===== src/rtl/ecc_inj_pkg.sv =====
package ecc_inj_pkg;

    localparam int CTRL_W = 5;

    typedef enum logic [1:0] {
        HALF_NONE = 2'b00,
        HALF_LO   = 2'b01,
        HALF_HI   = 2'b10,
        HALF_BOTH = 2'b11
    } half_sel_e;

    // packed MSB first: bit4 par arm, bit3 ecc arm, bits2:1 half, bit0 repeat
    typedef struct packed {
        logic      arm_par;
        logic      arm_ecc;
        half_sel_e half;
        logic      repeat_en;
    } inj_ctrl_t;

endpackage


===== src/rtl/inj_regfile.sv =====
module inj_regfile
    import ecc_inj_pkg::*;
#(
    parameter int                MASK_W   = 32,
    parameter int                ADDR_W   = 8,
    parameter int                DATA_W   = 32,
    parameter logic [ADDR_W-1:0] MASK_OFS = 'hF8,
    parameter logic [ADDR_W-1:0] CTRL_OFS = 'hFC
) (
    input  logic              clk,
    input  logic              rst_n,
    input  logic              reg_we,
    input  logic [ADDR_W-1:0] reg_addr,
    input  logic [DATA_W-1:0] reg_wdata,
    output logic [DATA_W-1:0] reg_rdata,
    input  logic              clr_ecc,
    input  logic              clr_par,
    output logic [MASK_W-1:0] mask_o,
    output inj_ctrl_t         ctrl_o
);

    typedef struct packed {
        logic [MASK_W-1:0] mask;
        inj_ctrl_t         ctrl;
    } rf_state_t;

    rf_state_t state_d, state_q;
    logic      mask_wr, ctrl_wr;

    assign mask_wr = reg_we && (reg_addr == MASK_OFS);
    assign ctrl_wr = reg_we && (reg_addr == CTRL_OFS);

    always_comb begin
        state_d = state_q;
        if (clr_ecc && !state_q.ctrl.repeat_en) begin
            state_d.ctrl.arm_ecc = 1'b0;
        end
        if (clr_par && !state_q.ctrl.repeat_en) begin
            state_d.ctrl.arm_par = 1'b0;
        end
        if (mask_wr) begin
            state_d.mask = reg_wdata[MASK_W-1:0];
        end
        if (ctrl_wr) begin
            state_d.ctrl = inj_ctrl_t'(reg_wdata[CTRL_W-1:0]);
        end
    end

    always_ff @(posedge clk or negedge rst_n) begin
        if (!rst_n) begin
            state_q <= '0;
        end else begin
            state_q <= state_d;
        end
    end

    always_comb begin
        reg_rdata = '0;
        if (reg_addr == MASK_OFS) begin
            reg_rdata[MASK_W-1:0] = state_q.mask;
        end else if (reg_addr == CTRL_OFS) begin
            reg_rdata[CTRL_W-1:0] = state_q.ctrl;
        end
    end

    assign mask_o = state_q.mask;
    assign ctrl_o = state_q.ctrl;


    mask_hold_chk: assert property (@(posedge clk) disable iff (!rst_n)
        !mask_wr |=> $stable(state_q.mask));


    ecc_selfclr_chk: assert property (@(posedge clk) disable iff (!rst_n)
        (clr_ecc && !state_q.ctrl.repeat_en && !ctrl_wr) |=> !state_q.ctrl.arm_ecc);


    repeat_hold_chk: assert property (@(posedge clk) disable iff (!rst_n)
        (state_q.ctrl.repeat_en && !ctrl_wr) |=> $stable(state_q.ctrl));


    sw_wins_chk: assert property (@(posedge clk) disable iff (!rst_n)
        ctrl_wr |=> (state_q.ctrl == inj_ctrl_t'($past(reg_wdata[CTRL_W-1:0]))));

endmodule


===== src/rtl/inj_beat_path.sv =====
module inj_beat_path
    import ecc_inj_pkg::*;
#(
    parameter int CHK_W = 32
) (
    input  logic             clk,
    input  logic             rst_n,
    input  inj_ctrl_t        ctrl,
    input  logic [CHK_W-1:0] mask,
    input  logic             wr_valid,
    input  logic             addr_match,
    input  logic             beat_upper,
    input  logic [CHK_W-1:0] chk_in,
    input  logic             par_in,
    output logic [CHK_W-1:0] chk_out,
    output logic             par_out,
    output logic             clr_ecc,
    output logic             clr_par
);

    logic qual, half_hit, ecc_hit, last_half, par_hit;

    always_comb begin
        qual      = wr_valid && addr_match;
        half_hit  = beat_upper ? ctrl.half[1] : ctrl.half[0];
        ecc_hit   = qual && ctrl.arm_ecc && half_hit;
        last_half = beat_upper || (ctrl.half == HALF_LO);
        par_hit   = qual && ctrl.arm_par;
        chk_out   = ecc_hit ? (chk_in ^ mask) : chk_in;
        par_out   = par_in ^ par_hit;
        clr_ecc   = ecc_hit && last_half;
        clr_par   = par_hit && beat_upper;
    end


    no_arm_pass_chk: assert property (@(posedge clk) disable iff (!rst_n)
        !(ctrl.arm_ecc && wr_valid && addr_match) |-> (chk_out == chk_in));


    no_half_pass_chk: assert property (@(posedge clk) disable iff (!rst_n)
        (ctrl.half == HALF_NONE) |-> (chk_out == chk_in));


    par_flip_chk: assert property (@(posedge clk) disable iff (!rst_n)
        (wr_valid && addr_match && ctrl.arm_par) |-> (par_out != par_in));

endmodule


===== src/rtl/ecc_inject_ctrl.sv =====
module ecc_inject_ctrl
    import ecc_inj_pkg::*;
#(
    parameter int                MASK_W   = 32,
    parameter int                ADDR_W   = 8,
    parameter int                DATA_W   = 32,
    parameter logic [ADDR_W-1:0] MASK_OFS = 'hF8,
    parameter logic [ADDR_W-1:0] CTRL_OFS = 'hFC
) (
    input  logic              clk,
    input  logic              rst_n,
    input  logic              reg_we,
    input  logic [ADDR_W-1:0] reg_addr,
    input  logic [DATA_W-1:0] reg_wdata,
    output logic [DATA_W-1:0] reg_rdata,
    input  logic              wr_valid,
    input  logic              addr_match,
    input  logic              beat_upper,
    input  logic [MASK_W-1:0] chk_in,
    input  logic              par_in,
    output logic [MASK_W-1:0] chk_out,
    output logic              par_out
);

    logic [MASK_W-1:0] mask_w;
    inj_ctrl_t         ctrl_w;
    logic              clr_ecc_w, clr_par_w;

    inj_regfile #(
        .MASK_W  (MASK_W),
        .ADDR_W  (ADDR_W),
        .DATA_W  (DATA_W),
        .MASK_OFS(MASK_OFS),
        .CTRL_OFS(CTRL_OFS)
    ) u_regs (
        .clk      (clk),
        .rst_n    (rst_n),
        .reg_we   (reg_we),
        .reg_addr (reg_addr),
        .reg_wdata(reg_wdata),
        .reg_rdata(reg_rdata),
        .clr_ecc  (clr_ecc_w),
        .clr_par  (clr_par_w),
        .mask_o   (mask_w),
        .ctrl_o   (ctrl_w)
    );

    inj_beat_path #(
        .CHK_W(MASK_W)
    ) u_path (
        .clk       (clk),
        .rst_n     (rst_n),
        .ctrl      (ctrl_w),
        .mask      (mask_w),
        .wr_valid  (wr_valid),
        .addr_match(addr_match),
        .beat_upper(beat_upper),
        .chk_in    (chk_in),
        .par_in    (par_in),
        .chk_out   (chk_out),
        .par_out   (par_out),
        .clr_ecc   (clr_ecc_w),
        .clr_par   (clr_par_w)
    );

endmodule


===== config.mk =====
export PLATFORM = sky130hd
export DESIGN_NAME = ecc_inject_ctrl
export DESIGN_NICKNAME = d
export VERILOG_FILES = /design/src/rtl/ecc_inj_pkg.sv /design/src/rtl/inj_regfile.sv /design/src/rtl/inj_beat_path.sv /design/src/rtl/ecc_inject_ctrl.sv
export SDC_FILE = /design/constraint.sdc
export NUM_CORES = 1
export LEC_CHECK = 0
export BUFFER_PORTS_ARGS = -buffer_cell sky130_fd_sc_hd__buf_4
export CORE_ASPECT_RATIO = 1.5
export CORE_MARGIN = 2
export CORE_UTILIZATION = 40
export DETAILED_ROUTE_END_ITERATION = 10
export GPL_TIMING_DRIVEN = 0
export PLACE_DENSITY_LB_ADDON = 0.12
export SLEW_MARGIN = 20
export SYNTH_ARGS = -nofsm -noshare
export SYNTH_HDL_FRONTEND = slang
export SYNTH_SLANG_ARGS = --single-unit
export TNS_END_PERCENT = 1

===== constraint.sdc =====
create_clock -name clk -period 2.2 [get_ports clk]
set_clock_uncertainty 0.05 [all_clocks]
set_input_delay 0.11 -clock clk [delete_from_list [all_inputs] [get_ports clk]]
set_output_delay 0.11 -clock clk [all_outputs]
set_load 0.01 [all_outputs]

==> results of run 1 <==
==> cell type report <==
cell class	count	area (sq um)
Clock buffer	6	82.58
Sequential cell	37	925.9
Inverter	5	18.77
Multi-Input combinational cell	147	1202
Fill cell	448	1595
Buffer	14	65.06
Clock inverter	2	37.54
Tap cell	70	87.58
Timing Repair Buffer	175	1394
==> per-layer routing <==
| metal | global-route usage | vias to the layer above | part of all wire |
|---|---|---|---|
| li1 | - | 1054 | - |
| met1 | 0.2392 | 1005 | 0.38 |
| met2 | 0.3909 | 96 | 0.54 |
| met3 | 0.03896 | 6 | 0.071 |
| met4 | 0.07801 | 0 | 0.014 |
| met5 | 0 | - | 0 |
==> synth_stat cells <==
master / count / share of area
xnor2_1: 33 / 0.13
mux2_4: 4 / 0.027
nand4_1: 1 / 0.0028
and2_1: 27 / 0.076
nor3_1: 2 / 0.0045
clkbuf_1: 7 / 0.012
buf_6: 1 / 0.0051
mux2i_1: 1 / 0.0045
nand2_1: 1 / 0.0017
a22o_1: 5 / 0.020
nor4_4: 1 / 0.0096
mux2_1: 2 / 0.010
and3_1: 1 / 0.0028
buf_2: 3 / 0.0068
inv_1: 5 / 0.0085
a41oi_1: 1 / 0.0040
nand4b_1: 1 / 0.0040
nand3_1: 33 / 0.075
nand2b_1: 1 / 0.0028
or3b_4: 1 / 0.0051
or4_4: 1 / 0.0051
mux2_2: 31 / 0.16
buf_1: 3 / 0.0051
dfrtp_1: 37 / 0.42
==> worst paths after layout <==
path	start	end	slack (ns)
max	u_regs.ctrl_o[3]	chk_out[17]	-0.003
min	reg_wdata[1]	u_regs.mask_o[1]	0.007
max reg2reg	u_regs.ctrl_o[3]	u_regs.ctrl_o[3]	0.82
min reg2reg	u_regs.mask_o[13]	u_regs.mask_o[13]	0.46
max in group asynchronous	rst_n	u_regs.mask_o[4]	1.51
min in group asynchronous	rst_n	u_regs.mask_o[14]	0.26
==> state kept, by name, indices dropped and copies added (netlist names) <==
name	cells
u_regs.mask_o	32
u_regs.ctrl_o	5
==> worst max-delay path, delay by kind of cell, from the launching register on <==
family / cells / cell delay, ns
xor gates and xnor gates: 1 / 0.23
buffers and inverters: 3 / 0.82
DFF: 1 / 0.38
and+or+nand+nor: 2 / 0.31
==> per-stage QoR <==
| step | cell area (sq um) | setup slack [ns] | setup TNS [ns] |
|---|---|---|---|
| after floorplan | 2211 | 0.6629 | 0 |
| after global placement | 3372 | 0.1541 | 0 |
| after detailed placement | 3372 | 0.1532 | 0 |
| after CTS | 3802 | 0.03442 | 0 |
| after global routing | 3814 | -0.1158 | -0.8847 |
| final | 3814 | -0.003189 | -0.003189 |
==> report_power, final <==
part           switching [mW]  internal [mW]
registers              0.0279          0.716
clock network           0.255          0.369
logic                   0.140          0.227
==> what timing repair did <==
item | 4_1_cts | 5_1_grt
resized for setup | 0 | 2
setup endpoints to repair | 0 | 28
endpoints found under the hold margin | 68 | 1
hold buffers | 31 | 1
==> logic make-up after synthesis <==
logic type / Yosys count / synth area share
AOI/OAI and AO/OA: 6 / 0.02377
muxes: 38 / 0.1998
DFF: 37 / 0.4188
buffers and inverters: 19 / 0.03735
xor gates and xnor gates: 33 / 0.1307
and+or+nand+nor: 70 / 0.1896
==> qor.csv, run 1 <==
metric,value,unit
GRT overflow,0,
"CTS clk-pin slew, worst paths",0.08,ns
synthesized flop and latch total,37,
slew at the pin with the worst max-slew slack,0.6196,ns
Final HPWL DP,4734,microns
"commonest non-fill, non-tap cell in the layout",buf_4,
core area,5409,sq um
row count,33,
# diodes,0,
worst hold slack,0.007188,ns
synth unique cells,24,
number of global-route vias before repair,2109,
Mean Syn Cell Area,10.89,sq um
global-route wire length before repair,9998,microns
Initial DRC Count,47,
setup violators final,1,
share of cells above drive strength 1,0.5026,
Reg2Reg Depth,4,
Final Net Count,464,
Finished Core Util,0.7051,
die width,64.70,microns
DR pass1 iterations,4,
Die ar.,6150,sq um
CP dominant cell by count,clkbuf_1,
highest ir drop seen on vdd,0.3950,mV
I/O pins,144,
RSZ-0062 raised after global routing,true,
Via density,4.739,
Clock Latency Late Sink,0.29,ns
Hold WC Path Type,in -> reg,
setup slack after layout,-0.003189,ns
GPL Wtd Cong,0.7628,
worst path required time,2.04,ns
"slowest stage delay, CP",0.42,ns
Cells after Synth,203,
Routed Antenna Nets,0,
max-slew violation count,0,
Tmin final,2.203,ns
CTS Sinks,37,
Crit-path slowest cell,clkbuf_1,
PD cells,455.0,nW/um^2
Num CTS Buffers,5,
Vias,2161,
CP Data Arrival Time,2.04,ns
Tot GR Track Use,0.2115,
CTS Root Cell,clkbuf_8,
# DRC,0,
final worst path period share,1.001,
total power,1.735,mW
post-synthesis to final-layout area growth,72.50,%
final WL,6533,microns
Starting Density,0.4087,
Syn Nets,282,
Max-Cap Viols,0,
largest net degree at the start of global routing,38,
WHS Path Cells,2,
CP Capture Type,output pin,
post-CTS setup buffer count,0,
Finished Layout Cells,456,
CTS tree,yes,
synth warn,0,
most frequent cells in the layout,"buf_4, dfrtp_1, nand3_1, xnor2_1, dlygate4sd3_1",
Post-Syn Area,2211,sq um
initial antenna violation count,0,
outcome,"complete, but fails checks",
failing checks,negative setup slack,
"Hold Vio Cnt, Final",0,
placed cells,416,
CP startpoint kind,flip-flop,
leakage,1.896,nW
sequential fraction of the synthesis area,0.4188,
routed len/inst,14.33,microns
critical path cell sequence,and3_1 -> clkbuf_1 -> clkbuf_1 -> nand3_1 -> xnor2_1 -> buf_4,
critical path type,reg -> out,
Max Freq,0.4539,GHz
Max Buffers Root-to-Sink,2,
die height,95.06,microns
slew margin rel.,0.5837,
number of port buffers,143,
crit path max fanout,10,
H-tree lvl count,2,
Note: power is estimated with default switching activity, not from simulation.
==> run 2, diff against run 1 <==
Settings changed: ABC_AREA set to 1.
Clock period 2.2 ns to 2.6 ns, I/O delays scaled along.
==> run 2 against run 1 <==
Against the previous run:
- the flow now finishes without violations
- sequential cell count is the same
- synthesized cell count grew 80%
- global-route usage grew 1.1 points
- critical path type unchanged
==> qor.csv, run 2 <==
metric,value,unit,change
outcome,"finished, final reports clean",,
Gate power share,0.215,,+0.004
share of cells above drive strength 1,0.3553,,-0.1473
Initial DRC Count,114,,+140%
family with the most delay on the worst path,buffers and inverters,,
leakage,1.992,nW,+5.0%
max-slew violation count,0,,unchanged
most frequent cells after synthesis,"nand2_1, dfrtp_1, inv_1",,
GRT overflow,0,,unchanged
CP Data Arrival Time,1.65,ns,-0.39 ns
crit path max fanout,10,,unchanged
post-synth top area share,0.3580,,-0.06078
I/O pins,144,,unchanged
synth unique cells,26,,+8.3%
sequential fraction of the synthesis area,0.3580,,-0.06078
setup violators final,0,,-1
Clock power frac,0.288,,-0.072
DR pass1 iterations,4,,unchanged
Die ar.,7138,sq um,+16%
routed len/inst,13.60,microns,-5.1%
final WL,8009,microns,+23%
CP startpoint kind,flip-flop,,
Psw,0.3326,mW,-21%
Syn Nets,445,,+58%
global-route wire length before repair,12790,microns,+28%
largest net degree at the start of global routing,38,,unchanged
max FFs per register,32,,unchanged
prevailing post-synth register cell,dfrtp_1,,
Tmin final,1.828,ns,
Num CTS Buffers,5,,unchanged
biggest area consumer among synthesized cells,dfrtp_1,,
Finished Layout Cells,589,,+29%
critical path cell sequence,inv_2 -> nor2_4 -> nand2_4 -> clkbuf_2 -> o21ai_0 -> nand2_1 -> buf_4,,
row count,35,,+6.1%
asr flop ratio synth,1.000,,unchanged
Starting Density,0.4159,,+0.007151
# DRC,0,,unchanged
Max Freq,0.5471,GHz,
H-tree lvl count,2,,unchanged
design area,3829,sq um,+0.39%
slew at the pin with the worst max-slew slack,0.4725,ns,-0.1471 ns
Post-Syn Area,2586,sq um,+17%
"CTS clk-pin slew, worst paths",0.06,ns,-0.02 ns
Hold WC Path Type,in -> reg,,
Max Buffers Root-to-Sink,2,,unchanged
Final HPWL DP,6346,microns,+34%
critical path type,reg -> out,,
"EDFF count, synth",0,,unchanged
top-count cell post-synth,nand2_1,,
initial antenna violation count,0,,unchanged
die width,69.66,microns,+7.7%
Crit-path slowest cell,dfrtp_1,,
Routed Antenna Nets,0,,unchanged
Max-Cap Viols,0,,unchanged
Cells after Synth,366,,+80%
CTS Root Cell,clkbuf_8,,
Final Net Count,595,,+28%
"commonest non-fill, non-tap cell in the layout",buf_4,,
CTS tree,yes,,
synth top area cells,"dfrtp_1, nand2_1, nand3b_1",,
die height,102.5,microns,+7.8%
GPL Wtd Cong,0.8433,,+11%
CTS Sinks,37,,unchanged
"slowest stage delay, CP",0.40,ns,-0.02 ns
final worst path period share,0.7029,,
Vias,2958,,+37%
RSZ-0062 raised after global routing,false,,
Reg power frac,0.497,,+0.068
slew margin rel.,0.6850,,+0.1013
Clock Latency Late Sink,0.27,ns,-0.02 ns
Sw Ratio,0.2641,,+0.02034
highest ir drop seen on vdd,0.2791,mV,-29%
Via density,5.022,,+6.0%
PD cells,329.0,nW/um^2,-28%
placed cells,582,,+40%
number of global-route vias before repair,2809,,+33%
most frequent cells in the layout,"buf_4, nand2_1, dfrtp_1",,
worst path required time,2.42,ns,+0.38 ns
Post-DP Area,3745,sq um,+11%
core area,6218,sq um,+15%
synth warn,0,,unchanged
worst hold slack,0.01981,ns,+0.01262 ns
number of port buffers,142,,-0.70%
synthesized flop and latch total,37,,unchanged
post-synthesis to final-layout area growth,48.04,%,
setup TNS,0,ns,+0.003189 ns
# diodes,0,,unchanged
CTS resizes,0,,unchanged
"Hold Vio Cnt, Final",0,,unchanged
CP Capture Type,output pin,,
Mean Syn Cell Area,7.066,sq um,-35%
internal power,0.9270,mW,-29%
CP bufs+invs,3,,unchanged
Tot GR Track Use,0.2222,,+0.01061
## run 2: power groups by stage
stage / registers (mW) / logic (mW) / clock network (mW)
floorplan: 0.630 / 0.108 / 0
global placement: 0.635 / 0.265 / 0
detailed placement: 0.636 / 0.272 / 0
CTS: 0.625 / 0.274 / 0.376
global route: 0.629 / 0.301 / 0.403
finish: 0.626 / 0.271 / 0.363
## run 2: final timing paths
kind / startpoint / endpoint / slack [ns] / depth (start not counted)
worst max-delay path: u_regs.ctrl_o[3] / chk_out[27] / 0.77 / 7
worst min-delay path: reg_wdata[2] / u_regs.ctrl_o[2] / 0.02 / 3
worst max register to register: u_regs.ctrl_o[3] / u_regs.ctrl_o[3] / 1.64 / 5
worst min register to register: u_regs.mask_o[7] / u_regs.mask_o[7] / 0.45 / 2
max in group asynchronous: rst_n / u_regs.ctrl_o[0] / 1.86 / 2
min in group asynchronous: rst_n / u_regs.mask_o[10] / 0.29 / 2
## run 2: layout make-up
class,instances,area [sq um]
Buffer,21,167.7
Clock buffer,5,68.82
Clock inverter,1,5.005
Fill cell,603,2390
Inverter,40,152.6
Multi-Input combinational cell,268,1340
Sequential cell,37,925.9
Tap cell,74,92.59
Timing Repair Buffer,143,1076
## run 2: tightest hold or removal path, cell delays in order
cell	delay (ns)
buf_4	0.09
nand2_1	0.05
nand2_1	0.04
## run 2: what timing repair did
item	in CTS	in global routing
setup buffers	0	0
hold buffers	1	0
hold endpoints to repair	37	0
## run 2: metrics by stage
stage	power [mW]	util	setup slack, ns
6_report	1.260	0.6157	0.7723
5_1_grt	1.332	0.6157	0.6656
4_1_cts	1.276	0.6157	0.7617
3_5_place_dp	0.9082	0.6022	1.064
3_3_place_gp	0.8996	0.6022	1.154
2_1_floorplan	0.7377	-	1.363
## run 2: kinds of logic after synthesis
group                  synth area share
AND/OR/NAND/NOR                  0.4233
buffers and inverters            0.1239
XOR/XNOR                        0.01693
flip-flops                       0.3580
AO/OA/AOI/OAI                   0.07789
## run 2: per-layer routing
metal	global-route usage	share of wire	vias up
met5	0	0	-
met4	0.08580	0.025	0
met3	0.03649	0.059	16
met2	0.4334	0.56	104
met1	0.2387	0.36	1361
li1	-	-	1477
==> run 3, diff against run 2 <==
Clock period 2.6 ns to 1.52 ns, I/O delays scaled along.
==> run 3 against run 2 <==
Against the previous run:
- the run now ends with negative setup slack left
- non-clock buffer count up 24
- routed wire length is 6.4% higher
- utilization rose by 4.6 points
- design area rose by 7.5%
- first-iteration DRC count grew 6.1%
- final cell count grew 4.1%
- sequential cell count stayed put
- largest cell class is now non-clock buffers
==> qor.csv, run 3 (synthesis gave the netlist of run 2 again) <==
metric,value,unit,change
number of global-route vias before repair,2873,,+2.3%
max-slew violation count,0,,unchanged
Clock Latency Late Sink,0.27,ns,about the same
critical path type,reg -> out,,
RSZ-0062 raised after global routing,true,,
CP startpoint kind,flip-flop,,
global-route wire length before repair,13320,microns,+4.2%
"commonest non-fill, non-tap cell in the layout",buf_4,,
CP Data Arrival Time,1.48,ns,-0.17 ns
highest ir drop seen on vdd,0.4820,mV,+73%
Final Net Count,619,,+4.0%
Num CTS Buffers,5,,unchanged
PD cells,539.4,nW/um^2,+64%
slew at the pin with the worst max-slew slack,0.4727,ns,+0.0002202 ns
die width,69.66,microns,unchanged
DR pass1 iterations,4,,unchanged
CTS tree,yes,,
Max Buffers Root-to-Sink,2,,unchanged
leakage,2.112,nW,+6.0%
setup violators final,32,,+32
slew margin rel.,0.6849,,about the same
"CTS clk-pin slew, worst paths",0.07,ns,about the same
crit path max fanout,10,,unchanged
Initial DRC Count,121,,+6.1%
worst path required time,1.39,ns,-1.03 ns
Tmin final,1.606,ns,
I/O pins,144,,unchanged
Final HPWL DP,6346,microns,unchanged
GPL Wtd Cong,0.8433,,unchanged
CTS Root Cell,clkbuf_8,,
Hold WC Path Type,in -> reg,,
CTS Sinks,37,,unchanged
final WL,8524,microns,+6.4%
number of port buffers,142,,unchanged
Starting Density,0.4159,,unchanged
setup TNS,-1.217,ns,-1.217 ns
routed len/inst,13.91,microns,+2.3%
total power,2.221,mW,+76%
Max Freq,0.6227,GHz,
Tot GR Track Use,0.2324,,+0.01020
Post-Place Setup Slack,0.03813,ns,-1.026 ns
# DRC,0,,unchanged
failing checks,negative setup slack,,
max FFs per register,32,,unchanged
die height,102.5,microns,unchanged
core area,6218,sq um,unchanged
most frequent cells in the layout,"buf_4, nand2_1, dfrtp_1",,
post-synthesis to final-layout area growth,59.17,%,
Via density,5.026,,about the same
initial antenna violation count,0,,unchanged
row count,35,,unchanged
GRT overflow,0,,unchanged
largest net degree at the start of global routing,38,,unchanged
setup slack after layout,-0.08580,ns,-0.8581 ns
worst hold slack,0.005679,ns,-0.01413 ns
Max-Cap Viols,0,,unchanged
outcome,"complete, but fails checks",,
H-tree lvl count,2,,unchanged
share of cells above drive strength 1,0.3618,,+0.006441
final worst path period share,1.056,,
Vias,3081,,+4.2%
Routed Antenna Nets,0,,unchanged
Die ar.,7138,sq um,unchanged
"Hold Vio Cnt, Final",0,,unchanged
# diodes,0,,unchanged
CP Capture Type,output pin,,
==> run 3: changes by cell type in the layout (fill, tap and decap cells not counted) <==
cell | before | now
buf_8 | 0 | 3
buf_4 | 146 | 148
inv_8 | 0 | 1
o21ai_1 | 5 | 23
buf_6 | 9 | 10
o21ai_2 | 3 | 10
inv_4 | 1 | 0
o21ai_0 | 29 | 4
dlygate4sd3_1 | 1 | 20
clkbuf_2 | 1 | 0
==> run 3: path summary, 6_finish.rpt <==
kind	endpoint	slack [ns]	from	cells past startpoint
max in group asynchronous	u_regs.ctrl_o[0]	0.84	rst_n	2
min	u_regs.mask_o[23]	0.006	reg_wdata[23]	3
min in group asynchronous	u_regs.ctrl_o[3]	0.25	rst_n	2
min reg2reg	u_regs.mask_o[7]	0.45	u_regs.mask_o[7]	2
max reg2reg	u_regs.ctrl_o[3]	0.47	u_regs.ctrl_o[2]	5
max	chk_out[11]	-0.09	u_regs.ctrl_o[3]	7
==> run 3: stage by stage <==
step	util	cell area (sq um)	instances
floorplan	-	2586	366
CTS	0.6533	4063	611
finish	0.6620	4116	613
global placement	0.6022	3745	582
detailed placement	0.6022	3745	582
global route	0.6620	4116	613
==> run 3: power breakdown <==
| group | internal (mW) | switching [mW] |
|---|---|---|
| clock network | 0.302 | 0.324 |
| registers | 1.03 | 0.0390 |
| logic | 0.295 | 0.231 |
| total | 1.63 | 0.594 |
==> run 3: metal layers <==
layer | vias to the layer above | wire (microns) | global-route usage
met5 | - | 0 | 0
met4 | 0 | 238 | 0.1050
met3 | 17 | 436 | 0.03748
met2 | 112 | 4767 | 0.4475
met1 | 1423 | 3082 | 0.2486
li1 | 1529 | - | -
==> run 3: area by class of cell <==
cell class | instances | area, sq um
fillers | 562 | 2102
inverters | 40 | 157.7
well taps | 74 | 92.59
repair buffers | 167 | 1311
clock buffers | 5 | 68.82
multi-input cells | 268 | 1366
plain buffers | 21 | 188.9
flip-flops and latches | 37 | 925.9
clock inverters | 1 | 5.005
==> run 3: worst max-delay path: stages, from the launching register on <==
cell and delay (ns):
dfrtp_1 0.37, inv_2 0.05, nor2_4 0.13, nand2_4 0.12, buf_6 0.17, o21ai_1 0.12, nand2_1 0.09, buf_4 0.15
==> run 3: what timing repair did <==
action,in CTS,in global routing
buffers inserted,3,2
hold buffers,20,0
pin swaps,2,1
setup endpoints to repair,32,32
endpoints found under the hold margin,56,0
resized for setup,11,31
